==> src/rtl/acc_alu_pkg.sv <==
package acc_alu_pkg;

  localparam int OP_W = 5;
  localparam int CC_W = 6;

  localparam int CC_H = 5;
  localparam int CC_I = 4;
  localparam int CC_N = 3;
  localparam int CC_Z = 2;
  localparam int CC_V = 1;
  localparam int CC_C = 0;

  typedef enum logic [OP_W-1:0] {
    OP_ADD = 5'd0,
    OP_ADC = 5'd1,
    OP_SUB = 5'd2,
    OP_SBC = 5'd3,
    OP_CMP = 5'd4,
    OP_AND = 5'd5,
    OP_OR  = 5'd6,
    OP_XOR = 5'd7,
    OP_BIT = 5'd8,
    OP_LD  = 5'd9,
    OP_CLR = 5'd10,
    OP_COM = 5'd11,
    OP_NEG = 5'd12,
    OP_INC = 5'd13,
    OP_DEC = 5'd14,
    OP_TST = 5'd15,
    OP_ASL = 5'd16,
    OP_ASR = 5'd17,
    OP_LSR = 5'd18,
    OP_ROL = 5'd19,
    OP_ROR = 5'd20,
    OP_DAA = 5'd21
  } alu_op_e;

endpackage

==> src/rtl/acc_alu_adder.sv <==
module acc_alu_adder #(
  parameter int DATA_W = 8
) (
  input  logic [DATA_W-1:0] add_x,
  input  logic [DATA_W-1:0] add_y,
  input  logic              add_ci,
  output logic [DATA_W-1:0] add_sum,
  output logic              add_co,
  output logic              add_hc,
  output logic              add_ov
);
  localparam int HALF_W = DATA_W / 2;

  logic [DATA_W:0] carry;

  assign carry[0] = add_ci;

  genvar gi;
  generate
    for (gi = 0; gi < DATA_W; gi++) begin : g_bit
      assign add_sum[gi]  = add_x[gi] ^ add_y[gi] ^ carry[gi];
      assign carry[gi+1]  = (add_x[gi] & add_y[gi]) |
                            (add_x[gi] & carry[gi]) |
                            (add_y[gi] & carry[gi]);
    end
  endgenerate

  assign add_co = carry[DATA_W];
  assign add_hc = carry[HALF_W];
  assign add_ov = carry[DATA_W] ^ carry[DATA_W-1];

  // Ripple chain against a plain wide add.
  always_comb begin
    assert_adder_sum_R1: assert ({add_co, add_sum} ==
      ({1'b0, add_x} + {1'b0, add_y} + {{DATA_W{1'b0}}, add_ci}));
  end

endmodule

==> src/rtl/acc_alu_logic.sv <==
module acc_alu_logic
  import acc_alu_pkg::*;
#(
  parameter int DATA_W = 8
) (
  input  alu_op_e           lg_op,
  input  logic [DATA_W-1:0] lg_a,
  input  logic [DATA_W-1:0] lg_b,
  output logic [DATA_W-1:0] lg_res
);

  always_comb begin
    unique case (lg_op)
      OP_AND, OP_BIT: lg_res = lg_a & lg_b;
      OP_OR:          lg_res = lg_a | lg_b;
      OP_XOR:         lg_res = lg_a ^ lg_b;
      OP_LD:          lg_res = lg_b;
      OP_COM:         lg_res = ~lg_a;
      default:        lg_res = '0;
    endcase
  end

endmodule

==> src/rtl/acc_alu_shift.sv <==
module acc_alu_shift
  import acc_alu_pkg::*;
#(
  parameter int DATA_W = 8
) (
  input  alu_op_e           sh_op,
  input  logic [DATA_W-1:0] sh_a,
  input  logic              sh_cin,
  output logic [DATA_W-1:0] sh_res,
  output logic              sh_cout
);
  localparam int MSB = DATA_W - 1;

  logic [DATA_W-1:0] left_v;
  logic [DATA_W-1:0] right_v;
  logic              fill_l;
  logic              fill_r;
  logic              go_left;

  always_comb begin
    go_left = (sh_op == OP_ASL) || (sh_op == OP_ROL);
    fill_l  = (sh_op == OP_ROL) ? sh_cin : 1'b0;
    unique case (sh_op)
      OP_ASR:  fill_r = sh_a[MSB];
      OP_ROR:  fill_r = sh_cin;
      default: fill_r = 1'b0;
    endcase
  end

  genvar gi;
  generate
    for (gi = 0; gi < DATA_W; gi++) begin : g_lane
      if (gi == 0) begin : g_lo
        assign left_v[gi] = fill_l;
      end else begin : g_lo_n
        assign left_v[gi] = sh_a[gi-1];
      end
      if (gi == MSB) begin : g_hi
        assign right_v[gi] = fill_r;
      end else begin : g_hi_n
        assign right_v[gi] = sh_a[gi+1];
      end
    end
  endgenerate

  assign sh_res  = go_left ? left_v : right_v;
  assign sh_cout = go_left ? sh_a[MSB] : sh_a[0];

endmodule

==> src/rtl/acc_alu_bcd.sv <==
module acc_alu_bcd #(
  parameter int DATA_W = 8
) (
  input  logic [DATA_W-1:0] bcd_a,
  input  logic              bcd_hin,
  input  logic              bcd_cin,
  output logic [DATA_W-1:0] bcd_res,
  output logic              bcd_cout
);
  localparam int NIB_W = DATA_W / 2;
  localparam logic [NIB_W-1:0] NIB_NINE = NIB_W'(9);
  localparam logic [NIB_W-1:0] NIB_SIX  = NIB_W'(6);

  logic [NIB_W-1:0]  lo_nib;
  logic [NIB_W-1:0]  hi_nib;
  logic              fix_lo;
  logic              fix_hi;
  logic [DATA_W-1:0] adj;

  always_comb begin
    lo_nib  = bcd_a[NIB_W-1:0];
    hi_nib  = bcd_a[DATA_W-1:NIB_W];
    fix_lo  = bcd_hin || (lo_nib > NIB_NINE);
    fix_hi  = bcd_cin || (hi_nib > NIB_NINE) ||
              ((hi_nib >= NIB_NINE) && (lo_nib > NIB_NINE));
    adj     = {(fix_hi ? NIB_SIX : '0), (fix_lo ? NIB_SIX : '0)};
    bcd_res  = bcd_a + adj;
    bcd_cout = bcd_cin | fix_hi;
  end

  // A carry already present is never lost by the adjust.
  always_comb begin
    if (bcd_cin) begin
      assert_bcd_carry_R11: assert (bcd_cout);
    end
  end

endmodule

==> src/rtl/acc_alu.sv <==
module acc_alu
  import acc_alu_pkg::*;
#(
  parameter int DATA_W = 8
) (
  input  logic [4:0]        op_sel,
  input  logic [DATA_W-1:0] opd_a,
  input  logic [DATA_W-1:0] opd_b,
  input  logic [5:0]        cc_in,
  output logic [DATA_W-1:0] result,
  output logic [5:0]        cc_out,
  output logic              wr_en
);
  localparam int MSB = DATA_W - 1;

  alu_op_e           op;
  logic [DATA_W-1:0] ad_x;
  logic [DATA_W-1:0] ad_y;
  logic              ad_ci;
  logic [DATA_W-1:0] ad_sum;
  logic              ad_co;
  logic              ad_hc;
  logic              ad_ov;
  logic [DATA_W-1:0] lg_res;
  logic [DATA_W-1:0] sh_res;
  logic              sh_c;
  logic [DATA_W-1:0] bcd_res;
  logic              bcd_c;
  logic              nz_upd;

  assign op = alu_op_e'(op_sel);

  // Operand steering for the shared adder.
  always_comb begin
    ad_x  = opd_a;
    ad_y  = opd_b;
    ad_ci = 1'b0;
    unique case (op)
      OP_ADC:         ad_ci = cc_in[CC_C];
      OP_SUB, OP_CMP: begin ad_y = ~opd_b; ad_ci = 1'b1; end
      OP_SBC:         begin ad_y = ~opd_b; ad_ci = ~cc_in[CC_C]; end
      OP_NEG:         begin ad_x = '0; ad_y = ~opd_a; ad_ci = 1'b1; end
      OP_INC:         begin ad_y = '0; ad_ci = 1'b1; end
      OP_DEC:         begin ad_y = '1; ad_ci = 1'b0; end
      OP_TST:         begin ad_y = '1; ad_ci = 1'b1; end
      default:        ;
    endcase
  end

  acc_alu_adder #(.DATA_W(DATA_W)) u_adder (
    .add_x  (ad_x),
    .add_y  (ad_y),
    .add_ci (ad_ci),
    .add_sum(ad_sum),
    .add_co (ad_co),
    .add_hc (ad_hc),
    .add_ov (ad_ov)
  );

  acc_alu_logic #(.DATA_W(DATA_W)) u_logic (
    .lg_op (op),
    .lg_a  (opd_a),
    .lg_b  (opd_b),
    .lg_res(lg_res)
  );

  acc_alu_shift #(.DATA_W(DATA_W)) u_shift (
    .sh_op  (op),
    .sh_a   (opd_a),
    .sh_cin (cc_in[CC_C]),
    .sh_res (sh_res),
    .sh_cout(sh_c)
  );

  acc_alu_bcd #(.DATA_W(DATA_W)) u_bcd (
    .bcd_a   (opd_a),
    .bcd_hin (cc_in[CC_H]),
    .bcd_cin (cc_in[CC_C]),
    .bcd_res (bcd_res),
    .bcd_cout(bcd_c)
  );

  // Per-class result and flag rules.
  always_comb begin
    result = '0;
    cc_out = cc_in;
    wr_en  = 1'b0;
    nz_upd = 1'b1;
    unique case (op)
      OP_ADD, OP_ADC: begin
        result       = ad_sum;
        wr_en        = 1'b1;
        cc_out[CC_H] = ad_hc;
        cc_out[CC_V] = ad_ov;
        cc_out[CC_C] = ad_co;
      end
      OP_SUB, OP_SBC, OP_CMP, OP_NEG: begin
        result       = ad_sum;
        wr_en        = (op != OP_CMP);
        cc_out[CC_V] = ad_ov;
        cc_out[CC_C] = ~ad_co;
      end
      OP_INC, OP_DEC: begin
        result       = ad_sum;
        wr_en        = 1'b1;
        cc_out[CC_V] = ad_ov;
      end
      OP_TST: begin
        result       = ad_sum;
        cc_out[CC_V] = 1'b0;
        cc_out[CC_C] = 1'b0;
      end
      OP_AND, OP_OR, OP_XOR, OP_BIT, OP_LD: begin
        result       = lg_res;
        wr_en        = (op != OP_BIT);
        cc_out[CC_V] = 1'b0;
      end
      OP_CLR: begin
        result       = '0;
        wr_en        = 1'b1;
        cc_out[CC_V] = 1'b0;
        cc_out[CC_C] = 1'b0;
      end
      OP_COM: begin
        result       = lg_res;
        wr_en        = 1'b1;
        cc_out[CC_V] = 1'b0;
        cc_out[CC_C] = 1'b1;
      end
      OP_ASL, OP_ASR, OP_LSR, OP_ROL, OP_ROR: begin
        result       = sh_res;
        wr_en        = 1'b1;
        cc_out[CC_C] = sh_c;
        cc_out[CC_V] = sh_res[MSB] ^ sh_c;
      end
      OP_DAA: begin
        result       = bcd_res;
        wr_en        = 1'b1;
        cc_out[CC_C] = bcd_c;
      end
      default: nz_upd = 1'b0;
    endcase
    if (nz_upd) begin
      cc_out[CC_N] = result[MSB];
      cc_out[CC_Z] = (result == '0);
    end
  end

  always_comb begin
    if ((op == OP_CMP) || (op == OP_BIT) || (op == OP_TST)) begin
      assert_no_store_R3: assert (!wr_en);
    end
    if ((op == OP_AND) || (op == OP_OR) || (op == OP_XOR) || (op == OP_LD)) begin
      assert_logic_c_kept_R4: assert ((cc_out[CC_C] == cc_in[CC_C]) && !cc_out[CC_V]);
    end
    if (op == OP_CLR) begin
      assert_clear_zero_R5: assert ((lg_res == '0) && (result == '0) && cc_out[CC_Z]);
    end
    if ((op == OP_ASL) || (op == OP_ASR) || (op == OP_ROL) || (op == OP_ROR)) begin
      assert_shift_v_R9: assert (cc_out[CC_V] == (cc_out[CC_N] ^ cc_out[CC_C]));
    end
    if (op == OP_LSR) begin
      assert_lsr_positive_R10: assert (!cc_out[CC_N] && (cc_out[CC_V] == opd_a[0]));
    end
    if (op_sel > 5'd21) begin
      assert_unused_quiet_R13: assert (!wr_en && (cc_out == cc_in));
    end
    assert_mask_kept_R12: assert (cc_out[CC_I] == cc_in[CC_I]);
  end

endmodule

==> config.mk <==
export PLATFORM = sky130hd
export DESIGN_NAME = acc_alu
export DESIGN_NICKNAME = d
export VERILOG_FILES = /design/src/rtl/acc_alu_pkg.sv /design/src/rtl/acc_alu_adder.sv /design/src/rtl/acc_alu_logic.sv /design/src/rtl/acc_alu_shift.sv /design/src/rtl/acc_alu_bcd.sv /design/src/rtl/acc_alu.sv
export SDC_FILE = /design/constraint.sdc
export NUM_CORES = 1
export LEC_CHECK = 0
export BUFFER_PORTS_ARGS = -buffer_cell sky130_fd_sc_hd__buf_4
export CAP_MARGIN = 20
export CORE_MARGIN = 3
export CORE_UTILIZATION = 25
export DETAILED_ROUTE_END_ITERATION = 8
export GPL_ROUTABILITY_DRIVEN = 0
export SETUP_SLACK_MARGIN = 0.4
export SLEW_MARGIN = 20
export SYNTH_ARGS = -nofsm -noshare
export SYNTH_HDL_FRONTEND = slang
export SYNTH_SLANG_ARGS = --single-unit
==> constraint.sdc <==
create_clock -name vclk -period 37.7
set_input_delay 11.31 -clock vclk [all_inputs]
set_output_delay 11.31 -clock vclk [all_outputs]
set_load 0.1 [all_outputs]
# Word-level counts from Yosys, hierarchy flattened
# Cells that the tools add are included.
# classes
n_addsub,1
order_cmp,3
n_eq_ne,23
mux,17
bitwise_logic,66
reduce_logical,22
# ops
cell,count
case mux 8 bit (4 select lines),2
"== test 5 x 4 -> 1 bit, second input constant",8
case mux 8 bit (5 select lines),1
"== test 5 bit, second input constant",6
bitwise AND 1 bit,24
OR reduction 22 bit,1
"== test 5 x 3 -> 1 bit, second input constant",4
bitwise XOR 1 bit,18
bitwise OR 1 bit,17
2-to-1 mux 8 bit,2
inverter 8 bit,2
OR reduction 8 bit,2
OR reduction 5 bit,3
OR reduction 12 bit,1
"== test 5 x 2 -> 1 bit, second input constant",2
case mux 1 bit (3 select lines),3
OR reduction 9 bit,1
adder 8 bit,1
bitwise AND 8 bit,1
"> comparator 4 bit, second input constant",2
logical NOT 8 bit,1
bitwise OR 8 bit,1
OR reduction 2 bit,4
bitwise XOR 8 bit,1
other kinds (16),24
# word_totals
register_bits,0
inputBits,27
output_inout_bits,15
word_cells,132

# Logic depth before layout (Yosys ltp)
# Gate-level depths: netlist of run 1.
# logic_depth
word_depth,29
depth_mapped,24
depth_no_buf,20

# Cells and area by module
# Synthesis of run 1 repeated with hierarchy kept, for this count alone.
# hier_totals
hier_cells,271
hier_area_um2,2029.4
# modules_own_cells
mod,n_inst,cells_per_inst,area_each_um2,seq_area_each_um2
acc_alu,1,121,787.0,0.0
acc_alu_logic,1,87,623.1,0.0
acc_alu_bcd,1,24,214.0,0.0
acc_alu_adder,1,19,206.4,0.0
acc_alu_shift,1,20,198.9,0.0

# Worst setup path before layout of run 1
# Ideal clock, no wire load.
# synth_timing
path_type,in2out
start,in op_sel[2]
end,out cc_out[2]
arrival_time_ps,18906
required_ps,26390
setup_slack_ps,7484
cell_stages,21
path_buffers,5
path_cell_list,buf_4 -> buf_4 -> clkbuf_1 -> clkbuf_1 -> nand2_1 -> nor2_1 -> clkbuf_1 -> a21oi_1 -> fa_1 -> fa_1 -> fa_1 -> fa_1 -> inv_1 -> fa_1 -> inv_1 -> fa_1 -> fa_1 -> fa_1 -> a221oi_1 -> nand4_1 -> o31ai_2
# synth_between
elab_chain_len,28
word_cells_on_any_way,93
classes_between,eq/ne (21); mux (10); bitwise (51); reduce/logical (11)
# synth_lines
element,line_no,text
from (decl),acc_alu.sv:6,"input logic [4:0] op_sel,"
"== test 5 x 3 -> 1 bit, or another cell as far along","acc_alu.sv:38, acc_alu.sv:89",
"OR reduction 5 bit (no line), or another cell as far along",-,
case mux 1 bit (3 select lines) or case mux 8 bit (4 select lines) (tied branches),acc_alu.sv:38,unique case (op)
bitwise AND 1 bit (on tied branches),"acc_alu_adder.sv:23, acc_alu_adder.sv:22",
bitwise OR 1 bit,acc_alu_adder.sv:22,assign carry[gi+1] = (add_x[gi] & add_y[gi]) |
bitwise OR 1 bit,acc_alu_adder.sv:23,(add_x[gi] & carry[gi]) |
bitwise AND 1 bit,acc_alu_adder.sv:23,
bitwise OR 1 bit,acc_alu_adder.sv:22,
[... 13 more ...],-,
bitwise AND 1 bit,acc_alu_adder.sv:23,
bitwise OR 1 bit,acc_alu_adder.sv:22,
bitwise OR 1 bit,acc_alu_adder.sv:23,
bitwise XOR 1 bit,acc_alu_adder.sv:21,assign add_sum[gi] = add_x[gi] ^ add_y[gi] ^ carry[gi];
case mux 8 bit (4 select lines) *,acc_alu.sv:89,unique case (op)
named net result[7],acc_alu.sv:10,"output logic [DATA_W-1:0] result,"
logical NOT 8 bit *,acc_alu.sv:145,cc_out[CC_Z] = (result == '0);
2-to-1 mux 2 bit *,acc_alu.sv:143,if (nz_upd) begin
to (decl),acc_alu.sv:11,"output logic [5:0] cc_out,"
# Mark *: on every way through the listed nets, which the timed path passes. The rest lies on a longest branch.

# Worst setup path after layout of run 1
# layout_timing
start,in op_sel[2]
end,out cc_out[2]
# layout_between
elab_chain_len,28
word_cells_on_any_way,93
classes_between,eq/ne (21); mux (10); bitwise (51); reduce/logical (11)
# layout_lines
element,line_no
"== test 5 x 3 -> 1 bit, or another cell as far along","acc_alu.sv:38, acc_alu.sv:89"
"OR reduction 5 bit (no line), or another cell as far along",-
case mux 1 bit (3 select lines) or case mux 8 bit (4 select lines) (tied branches),acc_alu.sv:38
bitwise AND 1 bit (on tied branches),"acc_alu_adder.sv:23, acc_alu_adder.sv:22"
bitwise OR 1 bit,acc_alu_adder.sv:22
bitwise OR 1 bit,acc_alu_adder.sv:23
bitwise AND 1 bit,acc_alu_adder.sv:23
bitwise OR 1 bit,acc_alu_adder.sv:22
[... 12 more ...],-
bitwise OR 1 bit,acc_alu_adder.sv:23
bitwise AND 1 bit,acc_alu_adder.sv:23
bitwise OR 1 bit,acc_alu_adder.sv:22
bitwise OR 1 bit,acc_alu_adder.sv:23
bitwise XOR 1 bit,acc_alu_adder.sv:21
case mux 8 bit (4 select lines),acc_alu.sv:89
logical NOT 8 bit,acc_alu.sv:145
2-to-1 mux 2 bit *,acc_alu.sv:143
# Every way passes the cells marked *; elsewhere a longest branch is shown, timed or not.

==> results.py, run 1 <==
metrics = {
    "run_status": {
        "status": "finished, final reports clean",
    },
    "layout": {
        "drive_gt1_frac": 0.190,
        "seq_cell_count": 0,
        "area_growth_pct": 13.9,
        "finalNonFillerCells": 426,
        "n_fill_cell": 875,
        "fin_nets": 379,
        "num_antenna_cells": 0,
        "regArea_um2": 0,
        "clock_buffers": 0,
    },
    "clocking": {
        "ctsResizeCount": 0,
        "hold_buffers": 0,
        "cts_setup_buffers": 0,
    },
    "drt": {
        "wl_um": 7950,
        "top_layer": "met4",
        "num_vias": 2507,
        "via_per_inst": 5.88,
        "drc": 0,
        "dr_wl_met2_um": 3380,
        "wl_met1_um": 3420,
        "wl_per_cell_um": 18.7,
        "dr.pass1.iters": 8,
        "wl_met3_um": 847,
        "drtIter0Drc": 386,
        "postRouteAntennaNets": 0,
    },
    "place": {
        "placed_cells": 426,
        "port_buffers": 40,
        "dp_hpwl_um": 5990,
    },
    "sta": {
        "hold_viol_final": 0,
        "period_minus_slack_ns": 28.79,
        "slew_viol_final": 0,
        "tightest_slew_ns": 0.990,
        "setup_viol": 0,
        "fmax_ghz": 0.0347,
        "fin_tns_setup_ns": 0,
        "period_share": 0.764,
        "slew_headroom": 0.331,
        "rsz0062_at_grt": "no",
    },
    "global_routing": {
        "grt_max_degree": 47,
        "grt_pass1_wl_um": 12600,
        "track_usage": 0.155,
        "antenna_found_initial": 0,
        "grt_pass1_vias": 2371,
        "grt.overflow.total": 0,
    },
    "logic_synthesis": {
        "synth_area_um2": 2160,
        "ys_seq_area_frac": 0,
        "yosysWarnings": 0,
        "syn_avg_cell_area_um2": 7.10,
        "syn_nets": 360,
        "synthCells": 304,
        "synth_cell_type_count": 64,
    },
    "pwr": {
        "p_sw_w": 0.0000376,
        "p_int_w": 0.0000159,
        "leakagePower_nw": 1.08,
        "cellPowerDensity_nw_per_um2": 21.7,
        "switching_share": 0.703,
        "p_clk_frac": 0,
        "seq_power_share": 0,
        "power_frac_comb": 1.000,
        "vdd_drop_max_mv": 0.0203,
    },
    "worst_setup_path": {
        "crit_chain": "buf_4, or3b_2, o21ai_0, nand3_1, nand3_1, o211ai_1, fa_1, fa_1, fa_1, fa_1, inv_1, fa_1, inv_1, fa_1, fa_1, a2111oi_0, o211ai_1, or4b_1, o31ai_2, buf_4",
        "crit_top_cell": "fa_1",
        "crit_path_start": "op_sel[2]",
        "critPathLaunchType": "input pin",
        "crit_type": "input pin to output pin",
        "endpoint_kind": "output pin",
        "critical_path.max_fanout": 40,
        "critPathArrivalTime_ns": 17.48,
        "slowest_delay_ns": 0.55,
        "worstPathRequired_ns": 26.39,
        "crit_slowest_cell": "or4b_1",
    },
    "floorplanning": {
        "initial_core_util": 0.260,
        "die_area_um2": 9780,
        "dieHeight_um": 98.9,
        "coreArea_um2": 8300,
        "pin_count": 42,
        "die_w_um": 98.9,
        "rows": 33,
    },
    "worst_hold_path": {
        "worstHoldStart": "cc_in[4]",
        "hold_class": "input pin to output pin",
    },
    "flow_run": {
        "maxCapViolCount": 0,
    },
}
## layout by cell type, fill, tap and decap left out, types with 3 or more instances in the layout
cell type and count:
buf_4 43, a21oi_1 25, nor2_1 24, inv_1 22, o21ai_0 21, ha_1 20
nand2_1 16, nand3_1 16, nor2b_1 13, o211ai_1 11, mux2i_1 10, fa_1 9
a211oi_1 6, o22ai_1 4, o221ai_1 4, or2_2 3, or3b_2 3, nand3b_1 3
a22o_1 3, xor2_1 3, a211o_1 3, xnor2_1 3, nand2b_1 3, a21o_1 3
nor4_1 3
## routing by layer
layer / up-vias / track usage
li1: 1158 / -
met1: 1154 / 0.229
met2: 170 / 0.235
met3: 25 / 0.0191
met4: 0 / 0.0452
met5: - / 0
## worst max-delay path: cells and delay by family
kind            cells  cell delay, ns
compound gates      5            1.03
fa+ha+maj           7            2.58
buf+inv             4            0.77
simple gates        4            1.76
## power groups by stage
stage	sequential [W]	combinational [W]	clock [W]
4_1_cts	0	0.0000527	0
3_3_place_gp	0	0.0000522	0
3_5_place_dp	0	0.0000523	0
2_1_floorplan	0	0.0000400	0
5_1_grt	0	0.0000565	0
6_report	0	0.0000534	0
## path summary, 6_finish.rpt
kind,cells after the start,endpoint,slack [ns]
setup / recovery,20,cc_out[2],8.91
hold / removal,0,cc_out[4],22.62
## cells in the mapped netlist, drive strengths merged, types with 4 or more instances
cell type	instances	area share
a21oi	25	0.058
inv	24	0.042
nor2	24	0.042
o21ai	22	0.053
ha	20	0.12
nand2	16	0.028
nand3	16	0.037
buf	15	0.055
nor2b	14	0.044
o211ai	12	0.044
clkbuf	11	0.019
mux2i	10	0.046
fa	9	0.083
a211oi	6	0.021
o221ai	5	0.023
o22ai	4	0.012
xor2	4	0.020
## layout make-up
type / count / area, um^2 / share of cell area
multi-input cells: 254 / 1910 / 0.779
inverters: 24 / 90.1 / 0.0366
well taps: 105 / 131 / 0.0534
repair buffers: 43 / 323 / 0.131
## through the flow
stage | total power (W) | worst slack, ns | util | instance area [um^2] | hold WS [ns]
floorplan | 0.0000400 | 7.48 | - | 2160 | 22.83
global placement | 0.0000522 | 9.10 | 0.296 | 2460 | 22.62
detailed placement | 0.0000523 | 8.96 | 0.296 | 2460 | 22.62
CTS | 0.0000527 | 8.95 | 0.296 | 2460 | 22.62
global route | 0.0000565 | 8.57 | 0.296 | 2460 | 22.62
finish | 0.0000534 | 8.91 | 0.296 | 2460 | 22.62
## cell families (layout without fill, tap and decap cells)
kind of cell	count (synthesis)	after routing	synth area share
AO/OA/AOI/OAI	104	104	0.332
AND/OR/NAND/NOR	102	102	0.264
buffers and inverters	50	67	0.116
adder cells (fa/ha/maj)	29	29	0.199
multiplexers	12	12	0.0568
XOR/XNOR	7	7	0.0319
Note: power is estimated with default switching activity, not from simulation.
==> run 2: changes to the inputs <==
- ABC_AREA: not set -> 1
- clock period: 37.7 -> 29.7 ns (I/O delays scaled with it)
==> results.py, run 2 <==
metrics = {
    "layout": {
        "final_common_cell": "nand2_1",
        "fin_nets": 480,
        "area_growth_pct": 16.9,
        "regArea_um2": 0,
        "num_antenna_cells": 0,
        "drive_gt1_frac": 0.182,
        "clock_buffers": 0,
        "seq_cell_count": 0,
        "mostFrequentLayoutCells": "nand2_1, inv_1, nand3_1",
        "final_cell_area_um2": 2540,
    },
    "logic_synthesis": {
        "synthTopCellsByArea": "nand2_1, ha_1, nand3_1",
        "syn_nets": 445,
        "ys_seq_area_frac": 0,
        "synthCells": 389,
        "yosysWarnings": 0,
        "syn_avg_cell_area_um2": 5.58,
        "synth_cell_type_count": 38,
        "synth_commonest_cells": "nand2_1, inv_1, nand3_1",
        "synth_area_um2": 2170,
        "yosysMostFrequentCell": "nand2_1",
        "synth_top_area_share": 0.163,
        "yosys.area.top_type": "nand2_1",
    },
    "pwr": {
        "cellPowerDensity_nw_per_um2": 26.2,
        "p_clk_frac": 0,
        "seq_power_share": 0,
        "p_sw_w": 0.0000496,
        "switching_share": 0.748,
        "vdd_drop_max_mv": 0.0210,
        "p_int_w": 0.0000168,
        "power_frac_comb": 1.000,
        "leakagePower_nw": 1.42,
    },
    "drt": {
        "wl_met3_um": 430,
        "dr.pass1.iters": 4,
        "num_vias": 2569,
        "wl_um": 7550,
        "wl_per_cell_um": 14.3,
        "postRouteAntennaNets": 0,
        "drtIter0Drc": 165,
        "top_layer": "met4",
        "drc": 0,
        "dr_wl_met2_um": 3540,
        "wl_met1_um": 3410,
        "via_per_inst": 4.87,
    },
    "place": {
        "dpl-instance-area_um2": 2540,
        "dp_hpwl_um": 6170,
        "port_buffers": 40,
    },
    "global_routing": {
        "grt_pass1_vias": 2337,
        "antenna_found_initial": 0,
        "grt_pass1_wl_um": 12000,
        "track_usage": 0.149,
        "grt_max_degree": 20,
        "grt.overflow.total": 0,
    },
    "worst_setup_path": {
        "critPathArrivalTime_ns": 14.27,
        "crit_slowest_cell": "fa_1",
        "crit_end": "cc_out[2]",
        "worstPathRequired_ns": 20.79,
        "critPathLaunchType": "input pin",
        "endpoint_kind": "output pin",
        "critical_path.top_delay_family": "adder cells",
        "crit_chain": "buf_4, nand2_1, nor2_2, nand2_1, nand3_4, nor2_1, inv_1, o21ai_0, fa_1, fa_1, fa_1, fa_1, inv_1, fa_1, inv_1, fa_1, fa_1, fa_1, nand2_1, nand2_1, nor2_1, nand3_1, o21bai_1, buf_4",
        "slowest_delay_ns": 0.44,
        "critical_path.max_fanout": 12,
        "crit_path_start": "op_sel[1]",
        "cp.depth": 24,
        "crit_buf_inv": 5,
        "crit_type": "input pin to output pin",
        "crit_top_cell": "fa_1",
    },
    "floorplanning": {
        "die_w_um": 99.2,
        "die_area_um2": 9830,
        "rows": 33,
        "coreArea_um2": 8340,
        "pin_count": 42,
        "dieHeight_um": 99.2,
        "initial_core_util": 0.260,
    },
    "sta": {
        "fin_tns_setup_ns": 0,
        "slew_headroom": 0.586,
        "fmax_ghz": 0.0431,
        "rsz0062_at_grt": "no",
        "period_minus_slack_ns": 23.18,
        "hold_viol_final": 0,
        "setup_viol": 0,
        "tightest_slew_ns": 0.620,
        "slew_viol_final": 0,
        "period_share": 0.781,
    },
    "worst_hold_path": {
        "hold_class": "input pin to output pin",
    },
    "clocking": {
        "hold_buffers": 0,
        "ctsResizeCount": 0,
        "cts_setup_buffers": 0,
    },
    "run_status": {
        "status": "finished, final reports clean",
    },
    "flow_run": {
        "maxCapViolCount": 0,
    },
}
## run 2: metrics by stage
| stage | setup slack [ns] | utilization | hold slack, ns | instances | power [W] |
|---|---|---|---|---|---|
| after floorplan | 5.89 | - | 18.03 | 389 | 0.0000501 |
| after global placement | 6.69 | 0.304 | 17.82 | 527 | 0.0000663 |
| after detailed placement | 6.54 | 0.304 | 17.82 | 527 | 0.0000663 |
| after CTS | 6.53 | 0.304 | 17.82 | 527 | 0.0000664 |
| after global routing | 6.14 | 0.304 | 17.82 | 527 | 0.0000716 |
| final | 6.52 | 0.304 | 17.82 | 527 | 0.0000664 |
## run 2: worst min path at each step
stage	start	endpoint	slack, ns	depth (start not counted)
2_1_floorplan	cc_in[4]	cc_out[4]	18.03	1
3_3_place_gp	cc_in[4]	cc_out[4]	17.82	0
3_5_place_dp	cc_in[4]	cc_out[4]	17.82	0
4_1_cts	cc_in[4]	cc_out[4]	17.82	0
5_1_grt	cc_in[4]	cc_out[4]	17.82	0
6_report	cc_in[4]	cc_out[4]	17.82	0
## run 2: routing by layer
metal / vias to the layer above / track usage
li1: 1302 / -
met1: 1160 / 0.211
met2: 95 / 0.249
met3: 12 / 0.00771
met4: 0 / 0.0347
met5: - / 0
## run 2: cells by family (layout without fill, tap and decap cells)
group                      count (synthesis)  after routing  share of synthesized area
AOI/OAI and AO/OA                         49             49                      0.127
xor gates and xnor gates                   1              1                    0.00404
adders and majority gates                 29             29                      0.198
buffers and inverters                     82            115                      0.164
and+or+nand+nor                          228            228                      0.506
## run 2: area by class of cell
type,count,area [um^2]
well taps,105,131
fillers,949,5800
multi-input cells,307,1810
repair buffers,41,308
inverters,74,283
## run 2: power groups by stage
stage               registers [W]  clock network (W)  logic (W)
finish                          0                  0  0.0000664
global route                    0                  0  0.0000716
CTS                             0                  0  0.0000664
detailed placement              0                  0  0.0000663
global placement                0                  0  0.0000663
floorplan                       0                  0  0.0000501
